--- src/rtl/hb_merge_chain.sv ---
module hb_merge_chain #(
  parameter int N_SRC    = 3,
  parameter int SYNC_LEN = 2
) (
  input  logic             clk,
  input  logic             rst,
  input  logic [N_SRC-1:0] hb_in,
  output logic             hb_out
);
  localparam int LAST = N_SRC - 1;

  logic [N_SRC-1:0] sync_q [SYNC_LEN];
  logic [N_SRC-1:0] prev_q;
  logic [N_SRC-1:0] edg;
  logic [LAST-1:0]  arm, arm_nxt;
  logic             fire;

  always_ff @(posedge clk) begin
    if (rst) begin
      for (int i = 0; i < SYNC_LEN; i++) sync_q[i] <= '0;
      prev_q <= '0;
    end else begin
      sync_q[0] <= hb_in;
      for (int i = 1; i < SYNC_LEN; i++) sync_q[i] <= sync_q[i-1];
      prev_q <= sync_q[SYNC_LEN-1];
    end
  end

  assign edg = sync_q[SYNC_LEN-1] & ~prev_q;

  always_comb begin
    arm_nxt[0] = arm[0] | edg[0];
    for (int k = 1; k < LAST; k++)
      arm_nxt[k] = arm[k] | (edg[k] & arm_nxt[k-1]);
  end

  assign fire = edg[LAST] & arm_nxt[LAST-1];

  always_ff @(posedge clk) begin
    if (rst) begin
      arm    <= '0;
      hb_out <= 1'b0;
    end else if (fire) begin
      arm    <= '0;
      hb_out <= ~hb_out;
    end else begin
      arm    <= arm_nxt;
    end
  end
endmodule

--- config.mk ---
export PLATFORM = sky130hd
export DESIGN_NAME = hb_merge_chain
export DESIGN_NICKNAME = d
export VERILOG_FILES = /design/src/rtl/hb_merge_chain.sv
export SDC_FILE = /design/constraint.sdc
export NUM_CORES = 1
export LEC_CHECK = 0
export BUFFER_PORTS_ARGS = -buffer_cell sky130_fd_sc_hd__buf_2
export CAP_MARGIN = 0
export CORE_AREA = 2 2 39 41
export CTS_BUF_LIST = sky130_fd_sc_hd__clkbuf_16
export CTS_CLUSTER_DIAMETER = 120
export DETAILED_ROUTE_END_ITERATION = 16
export DIE_AREA = 0 0 41 43
export SETUP_SLACK_MARGIN = 0.2
export SLEW_MARGIN = 20
export SYNTH_ARGS = -nofsm -noshare
export SYNTH_HDL_FRONTEND = slang
export SYNTH_SLANG_ARGS = --single-unit
--- constraint.sdc ---
create_clock -name clk -period 1.8 [get_ports clk]
set_input_delay 0.18 -clock clk [delete_from_list [all_inputs] [get_ports clk]]
set_output_delay 0.18 -clock clk [all_outputs]
set_load 0.01 [all_outputs]
### Word-level counts from Yosys, hierarchy flattened

Memory sizes are Yosys's and may differ from the RTL's.
Cells that the tools add are included.

* add/subtract/negate cells: 0
* $mul: 0
* divide/modulo/power cells: 0
* magnitude comparators: 0
* equality and inequality tests: 0
* shift-type cells: 0
* muxes and demuxes: 5
* bitwise gates (word level): 9
* reductions and logical operators: 1

Operator list (number)
* $mux 3: 2
* $or 1x1->1: 4
* $and 3x3->3: 1
* $mux 1: 3
* $not 3->3: 1
* $and 1x1->1: 2
* $reduce_or 2->1: 1
* $not 1->1: 1

* bits in registers: 6
* latch bits: 0
* RAM bits: 6
* bits in read-only memories: 0
* input bits: 5
* output and inout port bits: 1
* logic and storage cells: 19
* memories kept: 1

Memory list
* sync_q: words 2, width 3, read ports 2, clocked after Yosys merged registers in 0, write ports 2, line 12 `logic [N_SRC-1:0] sync_q [SYNC_LEN];`

### Longest topological paths before layout

Gate-level depths: netlist of run 1.

* word-level depth: 7
* depth in mapped cells: 3

### Worst setup path after synthesis of run 1

OpenSTA, ideal clock, no wires.

* path kind: flip-flop to flip-flop
* start: register prev_q[1] (read register of sync_q)
* end: register hb_out
* arrival: 1.020 ns
* path slack: 0.657 ns
* stages on the path, launching flop included: 4
* cells stage by stage: dfxtp_1 nand2b_4 a221oi_2 mux2_1

* word-level cells in the longest chain between the ends: 5

Ends and longest elaborated chain
* start, declared: line 13 `logic [N_SRC-1:0] prev_q;`
* $not 3->3: line 29 `assign edg = sync_q[SYNC_LEN-1] & ~prev_q;`
* $and 3x3->3: line 29
* $and 1x1->1: line 34 `arm_nxt[k] = arm[k] | (edg[k] & arm_nxt[k-1]);`
* $or 1x1->1: line 34
* $and 1x1->1: line 37 `assign fire = edg[LAST] & arm_nxt[LAST-1];`
* end signal, assigned: line 45 `hb_out <= ~hb_out;`
* end, declared: line 8 `output logic hb_out`

No other way between the ends.
A chain may end at the register's enable or synchronous reset.

### Final worst setup path of run 1

Ends and elaborated chain as after synthesis.

==> results.txt, run 1 <==
The synthesized design devotes to its leading area cell type around 60% of total area. The post-detailed-route via-to-cell ratio came out at between 4 and 5. The final count of pins violating max slew is 0. The number of buffers added by the clock tree synthesis step came out at 3.

The leakage power figure is between 0.2 and 0.25 nW. The overall via count from detail_route came out at roughly 240. The initialized floorplan defines 14 standard-cell rows.

The synthesized area divided by synthesized cell count is about 11 µm². The cell at the root of the clock tree is clkbuf_16. The H-tree depth came out at 1. The share of synthesized area occupied by flip-flops and latches is 60.2%.

In this run the worst path has a maximum fanout of 2. The initial DRC count came out at 1. TritonCTS built the clock tree. The synthesized netlist contains 13 unique library cells. Post-CTS timing repair inserted 0 buffers for setup. The signed area change from the synthesized netlist to the final layout came out at 29.2%. Counting flops with an async set or reset pin after synthesis yields a share of 0%. The final weighted congestion in routability-driven placement is between 0.5 and 0.6. The die height is between 40 and 50 µm. The core occupancy in the finished layout is 37.3%. The mapped netlist covers about 400 µm². The cell depth of the worst flop-to-flop path is 3. For this run, the leading register cell type out of synthesis is dfxtp_1. STA classifies the critical path endpoint as a flip-flop. The worst slew margin relative to its limit came out at 83.2%. The worst setup path is launched from a flip-flop. The count of hold buffers inserted by post-cts repair came out at 0.

The flip-flop and latch count after synthesis came out at 12. The number of failing setup endpoints in the final timing report came out at 0. The wire length of the first global-routing pass is approximately 840 µm.

The worst-case IR drop observed on VDD is ~0.70 mV. The chip width came out at ~40 µm. Yosys attributes the largest share of cell area to dfxtp_1 60%, nor2b_1 14%, nand2b_1 4.7%, a221oi_2 3.8%, nand2b_4 3.4%. The kind of critical path is flip-flop to flip-flop.

The placeable core region came out at 0.00138 mm². The proportion of layout cells with a drive suffix above 1 came out at between 20 and 30%. The effective utilization at floorplan is between 20% and 30%. The CTS sink count is 12. The final routed wire length divided by cell count is between 8 and 9 µm. The longest clock path from root to sink contains 2 buffers. Global routing used about 8.7% of the available tracks across all layers. The setup clock skew after layout is between 0.2 and 0.25 ps.

6 I/O pins were placed. Dividing the final minimum period by the clock period gives between 60% and 70%. At the worst endpoint, the arrival time is between 1000 and 1500 ps. The smallest clock period supported by the final layout is computed as 1200 ps. In this run the power density over the cells is around 1300 mW/mm². Clock latency on the worst-skew pair, taken at its later pin, is 230 ps. The total overflow reported by the global router came out at 0. The die covers between 0.0015 and 0.002 mm². The remaining routing DRC violations is 0. The post-layout worst setup margin came out at between 600 and 700 ps. The final setup TNS came out at 0 ps.

The post-synthesis net count is 40. The worst-case setup slack after placement came out at between 600 and 700 ps. The number of routed nets with antenna violations came out at 0.

During placement, the flow inserted port buffers numbering 5. The gate count after technology mapping is 35. In the final design database the tool counted 49 nets. Ranked by instance count, the synthesized netlist is headed by 12 x dfxtp_1, 9 x nor2b_1, 3 x nand2b_1.

The clock-pin slew on the worst setup and hold paths is ~40 ps. Setup repair after global routing left no endpoint under its margin. The number of antenna violations at the first check in global routing is 0. The pin count of the biggest net entering global routing is 14. The run finished with clean final reports.

The transition time at the pin with the least slew margin came out at 252 ps. The quantity of gates resized following cts came out at 0. The count of final hold-check violations was 0. The finished cells cover roughly 520 µm². At the worst endpoint, the required time is 1920 ps. Counting instances, the worst hold path has a depth of 2. The number of global-route vias before repair is ~240. In this run, synthesis inferred 0 flip-flops with an integrated enable. The count of yosys warnings during synthesis is 0. Of all cell types, the one taking the most synthesized area is dfxtp_1. The total detailed-routing wirelength is 506 µm. The pre-antenna-repair detailed-routing pass consisted of 2 iterations. The diode insertion count for antenna repair is 0.

By instance count, the leading cell after synthesis is dfxtp_1. Timing would allow up to about 830 MHz. The worst hold path belongs to the class input pin to flip-flop. The max-cap check violation count came out at 0. The total placed instance area came out at approximately 440 µm².

The power after layout is ~0.7 mW.
-- cell families after synthesis --
family | share of synthesized area (%)
AND/OR/NAND/NOR | 26.3
flip-flops | 60.2
AO/OA/AOI/OAI | 7.84
buffers and inverters | 2.82
multiplexers | 2.82
-- cell usage in the layout, fill, tap and decap left out --
master     synthesis  final
a211oi_1           1      1
a221oi_1           1      1
a221oi_2           1      1
buf_2              0      5
clkbuf_16          0      3
dfxtp_1           12     12
inv_1              1      1
inv_2              1      1
mux2_1             1      1
nand2b_1           3      3
nand2b_4           1      1
nor2_1             2      2
nor2b_1            9      9
nor2b_2            1      1
-- worst max-delay path, stage by stage, from the launching register on --
cell,delay [ps]
dfxtp_1,290
nand2b_4,140
a221oi_2,310
mux2_1,340
-- cell type report --
| cell class | instances | area, µm² |
|---|---|---|
| clock buffers | 3 | 75.1 |
| fillers | 135 | 868 |
| inverters | 2 | 7.51 |
| well taps | 16 | 20.0 |
| flip-flops and latches | 12 | 240 |
| repair buffers | 5 | 25.0 |
| multi-input cells | 20 | 148 |
-- per-stage QoR --
| stage | hold WS (ps) | instances |
|---|---|---|
| after floorplan | 308 | 35 |
| after global placement | 398 | 55 |
| after detailed placement | 401 | 55 |
| after CTS | 156 | 58 |
| after global routing | 159 | 58 |
| final | 158 | 58 |
-- metal layers --
layer  GRT usage [%]  part of all wire, %  up-vias
met5               0                    0        -
met1            8.31                   44      107
li1                -                    -      126
met4            14.0                  8.7        0
met3            6.28                  6.5        5
met2            8.75                   40        6
-- state kept, by name, indices dropped and copies added (netlist names) --
name	flops
sync_q	6
prev_q	3
arm	2
hb_out	1
-- path summary, 6_finish.rpt --
check / endpoint / start / slack, ps
min reg2reg: sync_q[0][3]$_SDFF_PP0_ / sync_q[0][0]$_SDFF_PP0_ / 430
min: sync_q[0][1]$_SDFF_PP0_ / hb_in[1] / 160
max: hb_out$_SDFFE_PP0P_ / prev_q[1]$_SDFF_PP0_ / 600
max reg2reg: hb_out$_SDFFE_PP0P_ / prev_q[1]$_SDFF_PP0_ / 600
-- power breakdown --
part / leakage, nW / internal [mW] / switching, mW
registers: 0.0984 / 0.277 / 0.00337
clock network: 0.0370 / 0.288 / 0.101
logic: 0.0672 / 0.0117 / 0.0104
Note: power is estimated with default switching activity, not from simulation.
==> inputs of run 2 (changes only) <==
--- a/config.mk
+++ b/config.mk
@@ -5,6 +5,7 @@
 export SDC_FILE = /design/constraint.sdc
 export NUM_CORES = 1
 export LEC_CHECK = 0
+export ABC_AREA = 1
 export BUFFER_PORTS_ARGS = -buffer_cell sky130_fd_sc_hd__buf_2
 export CAP_MARGIN = 0
 export CORE_AREA = 2 2 39 41
==> constraint.sdc (replaced) <==
create_clock -name clk -period 1.06 [get_ports clk]
set_input_delay 0.106 -clock clk [delete_from_list [all_inputs] [get_ports clk]]
set_output_delay 0.106 -clock clk [all_outputs]
set_load 0.01 [all_outputs]
==> run 2 against run 1 <==
Compared with the run above: largest power group unchanged; clock power grew 76%; fmax grew 30%; design area grew 9.7%.
==> results.txt, run 2 <==
The worst setup slack for register-to-register paths is 140 ps (-460 ps). The post-layout net count came out at 64 (+31%). The total detailed-routing wirelength came out at 569 µm (+12%). The highest layer touched by signal routing is met4. The part of the total power dissipated in combinational logic was 4.5% (+1.3 points). The detailed-routed wire length on met3 came out at 56 µm (+70%). The pin count of the biggest net entering global routing came to 11 (-3).

The number of buffers added by the clock tree synthesis step came out at 3 (unchanged). By area, the combinational part of the netlist is dominated by simple AND/OR/NAND/NOR gates. The number of global-route vias before repair came out at 239 (+1.7%). The number of flip-flops under the largest register name came out at 6 (unchanged). The number of failing setup endpoints in the final timing report is 0 (unchanged). The amount of wire on met2 after detailed routing is 259 µm (+28%). The final weighted congestion in routability-driven placement came out at 0.636 (+8.3%).

The max-cap check violation count is 0 (unchanged). The worst setup path is captured at a flip-flop. The floorplan die area was 0.00176 mm² (unchanged). The H-tree depth came out at 1 (unchanged).

The largest registers in the layout are sync_q: 6 flops, prev_q: 3 flops, arm: 2 flops. The placeable core region was 0.00138 mm² (unchanged). The total placed instance area came out at 453 µm² (+2.8%). The power share of the clock group is 56.3% (about the same). The total iterations of the first detailed-routing run came out at 1 (-1). The effective utilization at floorplan is 29.8% (+0.99 points). The total overflow reported by the global router is 0 (unchanged).

The leakage power figure came out at 0.270 nW (+33%). The arrival time reported for the critical path endpoint was 1050 ps (-270 ps). The sequential power share was 39.3% (-1.2 points).

Setup repair after global routing could not meet its margin everywhere. The I/O pin total came to 6 (unchanged). The overall via count from detail_route came out at 272 (+11%).

The proportion of layout cells with a drive suffix above 1 is 37.9% (+9.4 points). The wire-length estimate of the detail-placed layout is 339 µm. The synthesized design spends more area on one cell type than any other, namely dfxtp_1. The power after layout came out at 1.22 mW (+76%). The cell at the root of the clock tree is clkbuf_16. The count of final hold-check violations came out at 0 (unchanged). The share of synthesized area occupied by flip-flops and latches is 58.2% (-2.0 points).

The flip-flop and latch count after synthesis is 12 (unchanged). The xor and xnor area share after synthesis came out at 0% (unchanged). The netlist area before placement is 413 µm² (+3.4%). The maximum number of buffers from clock root to sink was 2 (unchanged).

The portion of synthesized cell area occupied by the leading cell type is 58.2% (-2.0 points). The flow ran to the end, and the final reports show no timing, DRC or antenna violations. The transition time at the pin with the least slew margin came out at 186 ps (-66.4 ps). The maximum resistive drop on vdd came out at 0.965 mV (+37%). The async set or reset register ratio after synthesis is 0% (unchanged). The total of buffers placed on input and output ports is 5 (unchanged).

The final setup TNS came out at 0 ps (unchanged). The signed area change from the synthesized netlist to the final layout is 37.0%. The overall global routing resource usage is 9.59% (+0.86 points). The wire length the detailed router placed on met1 came out at 237 µm (+5.3%). The library cell used most frequently in the layout, excluding fill and tap cells, is inv_1. The gate count after technology mapping came out at 49 (+40%). The multiplexer share of the synthesized area came out at 0% (-2.8 points).

The clock network latency to the later pin of the worst-skew pair came to 240 ps (about the same). The final routed wire length divided by cell count came to 7.69 µm (-12%). Leaving out fill and tap cells, the most frequent cells in the layout are 12 x inv_1, 10 x nor2_1, 10 x dfxtp_1. Counting flops per register, the top entry is sync_q. The post-synthesis net count is 54 (+35%).

The final count of pins violating max slew is 0 (unchanged). The synthesized area divided by synthesized cell count is 8.43 µm² (-26%). The final critical-path required period is 921 ps (-278 ps).

The diode insertion count for antenna repair is 0 (unchanged). The net switching power was 0.225 mW (+95%). The post-detailed-route via-to-cell ratio came out at 3.68 (-13%). The worst slew margin relative to its limit is 87.6% (+4.4 points). The CTS sink count came to 12 (unchanged). The adder-cell share of the synthesized area came out at 0% (unchanged). The setup clock skew after layout came out at 1.38 ps (+1.13 ps). The number of synthesized flops with an enable pin is 0 (unchanged). The initial DRC count is 0 (-1). In the synthesized netlist the dominant register cell turns out to be dfxtp_1. The count of yosys warnings during synthesis is 0 (unchanged).

TritonCTS built the clock tree. The highest clock frequency the design can meet is 1090 MHz (+30%). The post-layout instance area was 566 µm² (+9.7%). In the post-synthesis netlist, the biggest area contributors are dfxtp_1 58%, inv_1 11%, nor2_1 9.1%, nor2_8 4.8%, nand2_1 4.5%. The die height came out at 43 µm (unchanged).

The number of routed nets with antenna violations is 0 (unchanged). The filler cell count is 143 (+5.9%). The wire length of the first global-routing pass is 952 µm (+13%). The number of unique standard cell types used by synthesis is 12 (-1).

In the synthesized netlist, the cells that appear most often are 12 x dfxtp_1, 12 x inv_1, 10 x nor2_1. The final period utilization is 86.9% (+20 points). The compound-cell area share of the yosys netlist came out at 1.21% (-6.6 points). The simple-gate share of the synthesized area came out at 26.7% (+0.33 points). The number of antenna violations at the first check in global routing is 0 (unchanged). The count of hold buffers inserted by post-cts repair is 0 (unchanged). The cell-internal power is 0.991 mW (+72%). The filler-free cell count of the finished design is 74 (+28%). The worst min-delay path class is input pin to flip-flop.

The power per unit of standard cell area came out at 2150 mW/mm² (+60%). The placed cell count was 69 (+25%). STA classifies the critical path startpoint as a flip-flop. The switching part of the total power came to 18.5% (+1.9 points). The floorplan row count was 14 (unchanged).

The largest fanout of any net on the critical path is 4 (+2). The remaining routing DRC violations came out at 0 (unchanged). By startpoint and endpoint, the worst setup path is classified as flip-flop to flip-flop.

The clock-pin slew on the worst setup and hold paths came out at 40 ps (about the same). The data required time of the critical path is 1190 ps (-730 ps). The chip width came out at 41 µm (unchanged).
-- run 2: cell count changes in the layout (fill, tap and decap cells not counted), moves of 2 or more --
| cell | previous run | this run |
|---|---|---|
| dfxtp_1 | 12 | 10 |
| dfxtp_2 | 0 | 2 |
| inv_1 | 1 | 12 |
| nand2_2 | 0 | 4 |
| nand2b_1 | 3 | 0 |
| nand3_1 | 0 | 2 |
| nor2_1 | 2 | 10 |
| nor2b_1 | 9 | 0 |
-- run 2: cell type report --
class | count | area [µm²] | area share (%)
clock buffers | 3 | 75.1 | 13.3
clock inverters | 1 | 3.75 | 0.664
inverters | 14 | 52.6 | 9.29
multi-input cells | 22 | 139 | 24.6
flip-flops and latches | 12 | 243 | 42.9
well taps | 16 | 20.0 | 3.54
repair buffers | 6 | 32.5 | 5.75
-- run 2: repair_timing --
item                       in CTS  in global routing
buffers inserted                0                  1
setup endpoints to repair       1                  4
pin swaps                       0                  4
gates resized for setup         0                  9
-- run 2: power by group through the flow --
| stage | clock (mW) | combinational (mW) | sequential [mW] |
|---|---|---|---|
| floorplan | 0 | 0.0324 | 0.484 |
| global placement | 0 | 0.0415 | 0.484 |
| detailed placement | 0 | 0.0431 | 0.485 |
| CTS | 0.703 | 0.0434 | 0.477 |
| global route | 0.735 | 0.0616 | 0.479 |
| finish | 0.684 | 0.0543 | 0.477 |
-- run 2: final timing paths --
check / startpoint / to / cells past startpoint
min reg2reg: sync_q[0][0]$_SDFF_PP0_ / sync_q[0][3]$_SDFF_PP0_ / 2
max reg2reg: prev_q[0]$_SDFF_PP0_ / arm[0]$_SDFF_PP0_ / 7
max: prev_q[0]$_SDFF_PP0_ / arm[0]$_SDFF_PP0_ / 7
min: hb_in[0] / sync_q[0][0]$_SDFF_PP0_ / 3
-- run 2: cells by family (layout without fill, tap and decap cells) --
logic type,after synthesis,after routing
DFF,12,12
and+or+nand+nor,21,21
AOI/OAI and AO/OA,1,1
buffers and inverters,15,24
-- run 2: worst max-delay path, stage by stage (launching register included) --
cell,delay [ps]
dfxtp_1,290
inv_1,50
nand2_2,40
nand2_2,70
nand2_2,70
nand2_4,90
nand2_2,60
and3_4,140
-- run 2: through the flow --
stage / worst slack [ps] / utilization, % / hold WS [ps]
after global routing: 86.6 / 40.9 / 74.5
after CTS: 173 / 38.4 / 67.1
final: 139 / 40.9 / 70.6
after global placement: 201 / 32.7 / 308
after detailed placement: 175 / 32.7 / 315
after floorplan: 233 / - / 213
-- run 2: per-layer routing --
metal,GRT usage (%),vias up
met4,10.0,0
met5,0,-
li1,-,153
met1,9.80,108
met2,10.0,8
met3,9.42,3
==> inputs of run 3 (changes only) <==
--- a/config.mk
+++ b/config.mk
@@ -13,6 +13,7 @@
 export CTS_CLUSTER_DIAMETER = 120
 export DETAILED_ROUTE_END_ITERATION = 16
 export DIE_AREA = 0 0 41 43
+export RECOVER_POWER = 100
 export SETUP_SLACK_MARGIN = 0.2
 export SLEW_MARGIN = 20
 export SYNTH_ARGS = -nofsm -noshare
==> run 3 against run 2 <==
Compared with the run above: sequential cell count did not move; sequential power barely moved; sequential share of layout area rose by 0.064 points; design area fell by 0.66%; combinational power fell by 1%; clock-buffer cell count did not move; wire length rose by 0.53%; critical path depth fell by 1; fmax fell by 0.37%; critical endpoint unchanged; largest cell class unchanged; largest power group unchanged.
==> results.txt, run 3 (synthesis results as in run 2) <==
The core occupancy in the finished layout is 40.6% (-0.27 points). The count of final hold-check violations is 0 (unchanged). The critical path in this run is classified as flip-flop to flip-flop. The die height is 43 µm (unchanged). The number of routed nets with antenna violations was 0 (unchanged). The max-cap check violation count came to 0 (unchanged). The initial DRC count was 0 (unchanged).

The placeable core region is 0.00138 mm² (unchanged). The overall global routing resource usage came out at 9.59% (unchanged). The power share of the clock group is 56.3% (about the same). The number of flip-flops under the largest register name was 6 (unchanged). The largest registers in the layout are sync_q: 6 flops, prev_q: 3 flops, arm: 2 flops.

The half-perimeter wire length after detailed placement is 339 µm (unchanged). The clock network latency to the later pin of the worst-skew pair came out at 240 ps (about the same). The worst setup path is captured at a flip-flop. The final setup TNS came out at 0 ps (unchanged). The total placed instance area is 453 µm² (unchanged). The post-detailed-route via-to-cell ratio came out at 3.68 (unchanged). The sequential power share was 39.3% (about the same). The worst min-delay path class is input pin to flip-flop. TritonCTS built the clock tree.

The net switching power came out at 0.224 mW (about the same). The CTS sink count came to 12 (unchanged). The final routed wire length divided by cell count is 7.73 µm (+0.53%). STA classifies the critical path startpoint as a flip-flop.

The wire length of the first global-routing pass came out at 952 µm (unchanged). The total of buffers placed on input and output ports is 5 (unchanged). The worst hold-check slack came out at 70.6 ps (-0.000200 ps). The total detailed-routing wirelength came out at 572 µm (+0.53%). The worst slew margin relative to its limit came out at 72.2% (-15 points).

The clock-pin slew on the worst setup and hold paths came out at 40 ps (about the same). The number of antenna violations at the first check in global routing came out at 0 (unchanged). The transition time at the pin with the least slew margin is 416 ps (+231 ps). The filler cell count came to 144 (+0.70%).

The number of buffers added by the clock tree synthesis step is 3 (unchanged). Setup repair after global routing could not meet its margin everywhere. The most common cell after layout, fill and taps aside is inv_1.

The placed cell count was 69 (unchanged). The post-layout net count was 64 (unchanged). The final count of pins violating max slew came out at 0 (unchanged).

The final critical-path required period is 924 ps (+3.39 ps). The H-tree depth came out at 1 (unchanged). The effective utilization at floorplan is 29.8% (unchanged). The setup clock skew after layout is 1.38 ps (-0.0000200 ps). The delay of the slowest cell on the worst path is 330 ps (+40 ps). The signed area change from the synthesized netlist to the final layout came out at 36.1%. The I/O pin total was 6 (unchanged).

The data required time of the critical path came out at 1190 ps (about the same). The maximum resistive drop on vdd came out at 0.965 mV (about the same). The highest clock frequency the design can meet is 1080 MHz (-0.37%).

The cell-internal power came out at 0.990 mW (-0.11%). The post-layout worst setup margin was 136 ps (-3.39 ps). The part of the total power dissipated in combinational logic is 4.4% (about the same).

The flow ran to the end, and the final reports show no timing, DRC or antenna violations. The final period utilization came out at 87.2% (+0.32 points). The filler-free cell count of the finished design is 74 (unchanged). Ranked by flip-flop count, first place goes to sync_q. The power per unit of standard cell area is 2160 mW/mm² (+0.56%). The largest fanout of any net on the critical path is 4 (unchanged). The floorplan row count is 14 (unchanged). The leakage power figure is 0.262 nW (-2.8%). The floorplan die area is 0.00176 mm² (unchanged). The total iterations of the first detailed-routing run is 1 (unchanged).

The diode insertion count for antenna repair was 0 (unchanged). The worst-case setup slack after placement came to 175 ps (unchanged). The number of failing setup endpoints in the final timing report came out at 0 (unchanged).

The overall via count from detail_route is 272 (unchanged). The chip width is 41 µm (unchanged). The post-layout instance area is 562 µm² (-0.66%).

The power after layout is 1.21 mW (-0.11%). The remaining routing DRC violations was 0 (unchanged). The pin count of the biggest net entering global routing is 11 (unchanged). The final weighted congestion in routability-driven placement came out at 0.636 (unchanged). The number of global-route vias before repair came out at 239 (unchanged). The cell with the biggest individual delay on the critical path is dfxtp_1.

In the layout the commonest cells are 13 x inv_1, 11 x dfxtp_1, 10 x nor2_1. The cell sitting at the root of the clock tree is a clkbuf_16. The maximum number of buffers from clock root to sink is 2 (unchanged).

The cell with the most instances on the worst path is nand2_2. Traced cell by cell, the critical path runs through nand2_2, nand2_2, nand2_2, nand2_4, nand2_2, and3_4. The proportion of layout cells with a drive suffix above 1 came out at 31.0% (-6.9 points). The switching part of the total power came out at 18.5% (about the same). The arrival time reported for the critical path endpoint came to 1060 ps (about the same). The total overflow reported by the global router is 0 (unchanged). The count of hold buffers inserted by post-cts repair came to 0 (unchanged).
## run 3: final timing paths
| check | cells past startpoint | start | to | slack [ps] |
|---|---|---|---|---|
| setup reg to reg | 6 | sync_q[0][3]$_SDFF_PP0_ | arm[0]$_SDFF_PP0_ | 140 |
| hold reg to reg | 2 | sync_q[0][1]$_SDFF_PP0_ | sync_q[0][4]$_SDFF_PP0_ | 400 |
| hold / removal | 3 | hb_in[0] | sync_q[0][0]$_SDFF_PP0_ | 70 |
| setup / recovery | 6 | sync_q[0][3]$_SDFF_PP0_ | arm[0]$_SDFF_PP0_ | 140 |
## run 3: final cells by class
class / instances / area, µm² / share of cell area (%)
sequential: 12 / 241 / 43.0
multi-input combinational: 22 / 139 / 24.7
clock buffer: 3 / 75.1 / 13.4
inverter: 14 / 52.6 / 9.35
timing repair buffer: 6 / 30.0 / 5.35
tap: 16 / 20.0 / 3.56
clock inverter: 1 / 3.75 / 0.668
## run 3: critical path, delay by kind of cell (launching register included)
family | cells | cell delay [ps]
AND/OR/NAND/NOR | 6 | 500
flip-flops | 1 | 330
## run 3: what timing repair did
item / CTS / global route
resized for setup: 0 / 9
pin swaps: 0 / 4
buffers inserted: 0 / 1
endpoints found under the setup margin: 1 / 4
## run 3: routing by layer
| metal | share of wire, % | global-route usage, % |
|---|---|---|
| met1 | 42 | 9.80 |
| met2 | 45 | 10.0 |
| met3 | 10 | 9.42 |
| met4 | 2.8 | 10.0 |
| met5 | 0 | 0 |
## run 3: power by group through the flow
stage / Combinational (mW) / Clock, mW / Sequential [mW]
6_report: 0.0536 / 0.684 / 0.477
5_1_grt: 0.0608 / 0.735 / 0.478
4_1_cts: 0.0434 / 0.703 / 0.477
3_5_place_dp: 0.0431 / 0 / 0.485
3_3_place_gp: 0.0415 / 0 / 0.484
2_1_floorplan: 0.0324 / 0 / 0.484
